`config.mk`:
```
export PLATFORM = sky130hd
export DESIGN_NAME = modulus_timebase
export DESIGN_NICKNAME = d
export VERILOG_FILES = /design/src/rtl/tbase_pkg.sv /design/src/rtl/tbase_prescaler.sv /design/src/rtl/tbase_event_sync.sv /design/src/rtl/tbase_counter.sv /design/src/rtl/modulus_timebase.sv
export SDC_FILE = /design/constraint.sdc
export NUM_CORES = 1
export LEC_CHECK = 0
export BUFFER_PORTS_ARGS = -buffer_cell sky130_fd_sc_hd__clkbuf_2
export CAP_MARGIN = 30
export CELL_PAD_IN_SITES_DETAIL_PLACEMENT = 0
export CELL_PAD_IN_SITES_GLOBAL_PLACEMENT = 2
export CORE_ASPECT_RATIO = 0.9
export CORE_MARGIN = 2
export CORE_UTILIZATION = 26
export CTS_CLUSTER_DIAMETER = 30
export CTS_CLUSTER_SIZE = 16
export DETAILED_ROUTE_END_ITERATION = 10
export PLACE_DENSITY = 0.79
export SYNTH_ARGS = -nofsm -noshare
export SYNTH_HDL_FRONTEND = slang
export SYNTH_SLANG_ARGS = --single-unit
```
`constraint.sdc`:
```
create_clock -name clk -period 2.2 [get_ports clk]
set_input_delay 0.33 -clock clk [delete_from_list [all_inputs] [get_ports clk]]
set_output_delay 0.33 -clock clk [all_outputs]
set_load 0.02 [all_outputs]
```
`src/rtl/tbase_pkg.sv`:
```
package tbase_pkg;
  typedef enum logic [1:0] {
    TB_MATCH_START  = 2'd0,
    TB_MATCH_END    = 2'd1,
    TB_PWM_FREQ     = 2'd2,
    TB_PWM_FREQ_ALT = 2'd3
  } tb_mode_e;

  // true when the mode clears early and then drops one tick before counting
  function automatic logic skips_tick(tb_mode_e m, logic ext_src);
    return (m == TB_PWM_FREQ) || (m == TB_PWM_FREQ_ALT) ||
           ((m == TB_MATCH_START) && !ext_src);
  endfunction
endpackage

```
`src/rtl/tbase_prescaler.sv`:
```
module tbase_prescaler #(
  parameter int PSC_W = 2
) (
  input  logic             clk,
  input  logic             rst,
  input  logic             run,
  input  logic [PSC_W-1:0] sel,
  output logic             tick
);
  logic [PSC_W-1:0] phase_q;
  logic             wrap;

  assign wrap = (phase_q >= sel);
  assign tick = run && wrap;

  always_ff @(posedge clk) begin
    if (rst || !run) phase_q <= '0;
    else if (wrap)   phase_q <= '0;
    else             phase_q <= phase_q + {{(PSC_W-1){1'b0}}, 1'b1};
  end

  // with a ratio above one, ticks never come back to back
  a_r2_tick_spacing: assert property (@(posedge clk) disable iff (rst)
    (tick && sel != '0) |=> (!tick || sel == '0));
endmodule

```
`src/rtl/tbase_event_sync.sv`:
```
module tbase_event_sync #(
  parameter int STAGES = 2
) (
  input  logic clk,
  input  logic rst,
  input  logic run,
  input  logic evt_in,
  output logic tick
);
  logic [STAGES-1:0] chain_q;
  logic              last_q;

  generate
    for (genvar g = 0; g < STAGES; g++) begin : g_stage
      if (g == 0) begin : g_first
        always_ff @(posedge clk) begin
          if (rst) chain_q[0] <= 1'b0;
          else     chain_q[0] <= evt_in;
        end
      end else begin : g_next
        always_ff @(posedge clk) begin
          if (rst) chain_q[g] <= 1'b0;
          else     chain_q[g] <= chain_q[g-1];
        end
      end
    end
  endgenerate

  always_ff @(posedge clk) begin
    if (rst) last_q <= 1'b0;
    else     last_q <= chain_q[STAGES-1];
  end

  assign tick = run && chain_q[STAGES-1] && !last_q;

  // a rising edge yields a single-cycle tick
  a_r6_single_tick: assert property (@(posedge clk) disable iff (rst)
    tick |=> !tick);
endmodule

```
`src/rtl/tbase_counter.sv`:
```
module tbase_counter
  import tbase_pkg::*;
#(
  parameter int CNT_W = 16
) (
  input  logic             clk,
  input  logic             rst,
  input  logic             run,
  input  logic             tick,
  input  logic             src_ext,
  input  tb_mode_e         mode,
  input  logic [CNT_W-1:0] match,
  output logic [CNT_W-1:0] cnt_q,
  output logic             hit
);
  localparam logic [CNT_W-1:0] ONE = {{(CNT_W-1){1'b0}}, 1'b1};

  logic skip_q;
  logic seen_q;
  logic at_match;
  logic late_clear;

  assign at_match   = (cnt_q == match);
  assign late_clear = (mode == TB_MATCH_END);
  assign hit        = run && at_match && !seen_q;

  always_ff @(posedge clk) begin
    if (rst || !run) begin
      cnt_q  <= '0;
      skip_q <= 1'b0;
      seen_q <= 1'b0;
    end else begin
      seen_q <= at_match;
      if (late_clear) begin
        skip_q <= 1'b0;
        if (tick) cnt_q <= at_match ? '0 : cnt_q + ONE;
      end else if (at_match) begin
        cnt_q  <= '0;
        skip_q <= skips_tick(mode, src_ext) && !tick;
      end else if (tick) begin
        if (skip_q) skip_q <= 1'b0;
        else        cnt_q  <= cnt_q + ONE;
      end
    end
  end

  // early-clear modes leave the match value after one clock
  a_r3_clear_after_match: assert property (@(posedge clk) disable iff (rst)
    (run && at_match && !late_clear) |=> (cnt_q == '0));
  // no tick, no movement (unless cleared)
  a_r2_hold_without_tick: assert property (@(posedge clk) disable iff (rst)
    (run && !tick && !at_match) |=> (cnt_q == $past(cnt_q) || cnt_q == '0));
  // disabled channel sits at zero
  a_r10_hold_zero: assert property (@(posedge clk) disable iff (rst)
    !run |=> (cnt_q == '0));
endmodule

```
`src/rtl/modulus_timebase.sv`:
```
module modulus_timebase
  import tbase_pkg::*;
#(
  parameter int CNT_W       = 16,
  parameter int PSC_W       = 2,
  parameter int SYNC_STAGES = 2
) (
  input  logic             clk,
  input  logic             rst,
  input  logic             chan_en,
  input  logic             src_ext,
  input  logic             ext_evt,
  input  logic [PSC_W-1:0] psc_sel,
  input  logic [1:0]       mode_sel,
  input  logic [CNT_W-1:0] match_val,
  input  logic             flag_clr,
  output logic [CNT_W-1:0] cnt,
  output logic             flag
);
  logic     int_tick;
  logic     ext_tick;
  logic     tick;
  logic     hit;
  tb_mode_e mode_e;

  assign mode_e = tb_mode_e'(mode_sel);

  tbase_prescaler #(.PSC_W(PSC_W)) i_psc (
    .clk(clk), .rst(rst), .run(chan_en), .sel(psc_sel), .tick(int_tick)
  );

  tbase_event_sync #(.STAGES(SYNC_STAGES)) i_sync (
    .clk(clk), .rst(rst), .run(chan_en), .evt_in(ext_evt), .tick(ext_tick)
  );

  assign tick = src_ext ? ext_tick : int_tick;

  tbase_counter #(.CNT_W(CNT_W)) i_cnt (
    .clk(clk), .rst(rst), .run(chan_en), .tick(tick), .src_ext(src_ext),
    .mode(mode_e), .match(match_val), .cnt_q(cnt), .hit(hit)
  );

  always_ff @(posedge clk) begin
    if (rst)           flag <= 1'b0;
    else if (hit)      flag <= 1'b1;
    else if (flag_clr) flag <= 1'b0;
  end

  // a match start always leaves the flag set
  a_r9_set_wins: assert property (@(posedge clk) disable iff (rst)
    hit |=> flag);
  // the flag holds without a clear strobe
  a_r7_flag_sticky: assert property (@(posedge clk) disable iff (rst)
    (flag && !flag_clr) |=> flag);
  // the flag only falls after a clear strobe
  a_r8_clear_source: assert property (@(posedge clk) disable iff (rst)
    $fell(flag) |-> $past(flag_clr));
endmodule

```
Word level (Yosys, flattened, before mapping)
Cells that the tools add are included.
{"block": "totals", "elab_cells": 49, "latchBits": 0, "out_inout_bits": 17, "register_bits": 24, "mem_bits_rw": 0, "mem_bits_ro": 0, "n_memories": 0}
{"block": "op_classes", "mux": 11, "shifts": 0, "mul": 0, "n_div": 0, "bitwise": 0, "eq_ne": 6, "n_addsub": 2, "reduce_logical": 21, "magnitude_cmp": 1}
{"operator": "$mux 16", "n": 6}
{"operator": "$add 16x1->16 const B", "n": 1}
{"operator": "$eq 16x16->1", "n": 1}
{"operator": "$logic_and 1x1->1", "n": 7}
{"operator": "$logic_not 1->1", "n": 5}
{"operator": "$mux 1", "n": 5}
{"operator": "$eq 2x2->1 const B", "n": 2}
{"operator": "$reduce_bool 2->1", "n": 2}
{"operator": "$reduce_or 2->1", "n": 2}
{"operator": "$logic_or 1x1->1", "n": 3}
{"operator": "$ne 3x3->1 const B", "n": 1}
{"operator": "$reduce_and 3->1", "n": 1}
{"operator": "$add 2x1->2 const B", "n": 1}
{"operator": "$eq 2x1->1 const B", "n": 1}
{"operator": "$ge 2x2->1", "n": 1}
{"operator": "$logic_not 2->1", "n": 1}
{"operator": "$ne 2x1->1 const B", "n": 1}

Depth between registers and ports, before layout
{"block": "depth", "depth_word": 6, "depth_mapped": 9}

By module
From an unflattened synthesis, not the netlist that was laid out.
{"block": "unflattened", "cells_unflattened": 156, "hier_area_um2": 1326.3}
{"mod": "tbase_counter", "seq_area_each_um2": 360.3, "area_each_um2": 1062.3, "cells_per_inst": 130, "instances": 1}
{"mod": "tbase_prescaler", "seq_area_each_um2": 40.0, "area_each_um2": 126.4, "cells_per_inst": 14, "instances": 1}
{"mod": "tbase_event_sync", "seq_area_each_um2": 60.1, "area_each_um2": 87.6, "cells_per_inst": 7, "instances": 1}
{"mod": "modulus_timebase", "seq_area_each_um2": 20.0, "area_each_um2": 50.0, "cells_per_inst": 5, "instances": 1}

Least setup slack after synthesis
No wires, ideal clock.
{"block": "synth_timing", "path_type": "register -> register", "startpoint": "register i_psc.phase_q[0]", "endpoint": "register i_cnt.cnt_q[9]", "t_arrival_ps": 2183, "setup_slack_ps": -53, "setup_time_ps": 70, "t_required_ps": 2130, "period_less_slack_ps": 2253, "path_stages_with_launch": 9, "path_cell_list": "dfxtp_1 > inv_1 > ha_1 > nand2b_1 > a211oi_1 > a2111oi_2 > a32oi_2 > or4_1 > a21oi_1"}
{"block": "synth_via", "elab_chain_len": 5}
{"element": "start, declared", "line_no": "tbase_prescaler.sv:10", "rtl": "logic [PSC_W-1:0] phase_q;"}
{"element": "start signal, assigned", "line_no": "tbase_prescaler.sv:19", "rtl": "else phase_q <= phase_q + {{(PSC_W-1){1'b0}}, 1'b1};"}
{"element": "$ge 2x2->1 (*)", "line_no": "tbase_prescaler.sv:13", "rtl": "assign wrap = (phase_q >= sel);"}
{"element": "$logic_and 1x1->1 (*)", "line_no": "tbase_prescaler.sv:14", "rtl": "assign tick = run && wrap;"}
{"element": "$mux 1 (*)", "line_no": "modulus_timebase.sv:36", "rtl": "assign tick = src_ext ? ext_tick : int_tick;"}
{"element": "$ne 2x1->1 (no source line) or $reduce_bool 2->1 (tied branches)"}
{"element": "$reduce_and 3->1 (no source line) (*)"}
{"element": "end signal, assigned", "line_no": "tbase_counter.sv:36", "rtl": "if (tick) cnt_q <= at_match ? '0 : cnt_q + ONE;"}
{"element": "end signal, assigned", "line_no": "tbase_counter.sv:42", "rtl": "else cnt_q <= cnt_q + ONE;"}
{"element": "end, declared", "line_no": "tbase_counter.sv:13", "rtl": "output logic [CNT_W-1:0] cnt_q,"}
Mark *: on every way between the ends. The rest lies on a longest branch, timed or not.
A chain may end at the register's enable or synchronous reset.

Worst setup path in the final report
{"block": "layout_timing", "startpoint": "register i_psc.phase_q[0]", "endpoint": "register i_cnt.cnt_q[15]"}
The elaborated chain is that of the path after synthesis.

==> metrics.txt <==
worst hold margin 0.270 ns; Sequential Area 482 sq um; CP Launch Type flop; min-delay worst type in -> reg; pins over their slew limit 0; die footprint 0.00583 sq mm; area leader, netlist dfxtp_1; dominant synthesized flop cell dfxtp_1; Worst EP arrival 2.29 ns; final cell count without fillers 286; Sum Neg Setup Slack 0 ns; fraction of layout cells with a size suffix above 1 39.4%; wire length per cell 12.2 um; Tot GR Track Use 12.1%; Hold Path Origin ext_evt; HPWL Detailed 2780 um; crit-path max FO 10; CTS clk-pin slew, worst paths 0.09 ns; Async SR Flop Fraction 0%; I/O pin total 43; number of hold buffers added after cts 0; switching power 207 uW; post-synthesis sequential area ratio 35.3%; ranking of synthesized cells by area dfxtp_1 (35%), xnor2_1 (10%), a21oi_1 (5.5%); vias in the first global route 1157; placed cell count 280; cell with the most instances after synthesis dfxtp_1; worst vdd ir 0.000248 V; RR Startpoint i_psc.phase_q[0]; post-synthesis cell count 154; Cell Rows 24; Layout area overhead 43.1%; Pint 660 uW; Clk network pwr share 35.4%; Netlist Area Pre-Place 0.00136 sq mm; P_leak 0.000749 uW; pwr/cell area 445 mW/mm^2; fin crit share 94.1%; CTS tree built; area of the multi-input gates 893 sq um; MaxCap Viol Count 0; gr ovfl total 0; First-pass DRT Iterations 4; DRC Markers 0; drt initial violations 44; post-route ant nets 0; outcome complete, no violations; Yosys warning count 0; hold path endpoint i_sync.chain_q[0]; CORE AREA 0.00495 sq mm; R2R Path End i_cnt.cnt_q[15]; CTS Buf Count 3; Post-synth EDFFs 0; Pwr Total 866 uW; die height 72.6 um; Mean Syn Cell Area 8.84 sq um; Syn Nets 183; die width 80.3 um; post-synthesis register bit count 24; Final #Nets 251; number of fill cells 520; relative slew slack 73.0%; fmax 483 MHz; required time of the critical path 2.42 ns; vias 1316; # diodes 0; switch share 23.8%; Synth top area share 35.3%; first-pass GRT wire length 5570 um; combinational power share 13.7%; synth cell count leaders dfxtp_1 (24), xnor2_1 (16), a21oi_1 (15); Setup CP Type reg -> reg; I/O Buffers 42; Reg2Reg Depth 9; critical path capture point type flop; Tmin final 2.07 ns; Sink Count 24; clock tree buffer depth 2; largest net degree at the start of global routing 16; Initial Utilization 27.5%; reg2reg setup slack 0.13 ns; Root Buffer clkbuf_8; Yosys cell types 38; initial antenna violation count 0; worst skew pair latency 0.27 ns; clk_skew 0.00831 ns; final setup vio count 0; part of the power in registers 50.9%; H-tree depth 1; Hold Path Cell Cnt 2; Final Wtd Congestion 0.749; Final Hold Vio Count 0; WL final 3480 um; Worst Tran Pin Value 0.406 ns; Vias per Instance 4.60
[cells in the final DEF (no fill, tap or decap), types with 2 or more instances in the layout]
master	instances
clkbuf_2	42
dfxtp_1	23
buf_4	22
xnor2_1	16
a21oi_1	12
nor2_1	11
nand2_1	9
or3_1	9
inv_1	8
o21ai_0	8
nand3_1	6
nand4_1	5
o31ai_1	5
or4_1	5
clkbuf_8	4
nor2b_1	3
a21oi_2	3
ha_1	3
nand2b_4	2
and3_1	2
nand2b_1	2
[registers in the layout, indices dropped and copies added (netlist names)]
register	count
flag	1
i_cnt.cnt_q	16
i_cnt.seen_q	1
i_cnt.skip_q	1
i_psc.phase_q	2
i_sync.chain_q	2
i_sync.last_q	1
[per-stage QoR]
step	setup slack [ns]	instance area, sq um	util, %
global route	-0.0219	1950	39.3
floorplan	0.0446	1370	-
global placement	-0.0323	1820	36.8
detailed placement	-0.0525	1820	36.8
finish	0.129	1950	39.3
CTS	0.0243	1880	37.9
[routing by layer]
| metal | track usage (%) | vias up | part of all wire [%] |
|---|---|---|---|
| met5 | 0 | - | 0 |
| met4 | 1.13 | 0 | 0 |
| met3 | 3.09 | 0 | 6.3 |
| met2 | 17.7 | 34 | 42 |
| met1 | 18.6 | 589 | 52 |
| li1 | - | 693 | - |
[timing repair]
| action | CTS | global route |
|---|---|---|
| pin swaps | 1 | 5 |
| setup endpoints to repair | 2 | 15 |
| gates resized for setup | 0 | 10 |
| buffers inserted | 0 | 2 |
| gates cloned | 0 | 0 |
[power groups by stage]
stage | registers (uW) | logic [uW] | clock network (uW)
global placement | 451 | 107 | 0
global route | 442 | 130 | 336
detailed placement | 451 | 108 | 0
finish | 441 | 119 | 307
CTS | 441 | 108 | 319
floorplan | 452 | 53.8 | 0
[cells by family (layout without fill, tap and decap cells)]
family                   Yosys count  after routing  share of synthesized area [%]
AO/OA/AOI/OAI                     37             37                           17.8
XOR/XNOR                          18             18                           13.0
adder cells (fa/ha/maj)            3              3                           2.76
buffers and inverters             11             78                           3.68
multiplexers                       1              1                          0.735
flip-flops                        24             24                           35.3
AND/OR/NAND/NOR                   60             60                           26.7
[area by class of cell]
class / count / area share [%]
flip-flops and latches: 24 / 24.7
repair buffers: 66 / 20.9
clock buffers: 4 / 2.83
multi-input cells: 119 / 45.9
well taps: 65 / 4.17
inverters: 8 / 1.54
[worst max-delay path: stages (launching register included)]
cell and delay, ns:
dfxtp_2 0.33, inv_1 0.04, ha_1 0.26, nand2b_4 0.13
a211oi_4 0.07, a2111oi_4 0.26, buf_4 0.20, a21oi_4 0.07
or4_1 0.53, a21oi_2 0.14
[worst max path at each step]
stage          slack (ns)  cells past startpoint              end              from
3_5_place_dp        -0.05                      9   i_cnt.cnt_q[2]        psc_sel[0]
6_report             0.13                      9  i_cnt.cnt_q[15]  i_psc.phase_q[0]
2_1_floorplan        0.04                      7  i_cnt.cnt_q[15]    i_cnt.cnt_q[6]
4_1_cts              0.02                      9   i_cnt.cnt_q[2]  i_psc.phase_q[0]
3_3_place_gp        -0.03                      9   i_cnt.cnt_q[4]        psc_sel[0]
5_1_grt             -0.02                      9  i_cnt.cnt_q[15]  i_psc.phase_q[0]
Note: power is estimated with default switching activity, not from simulation.
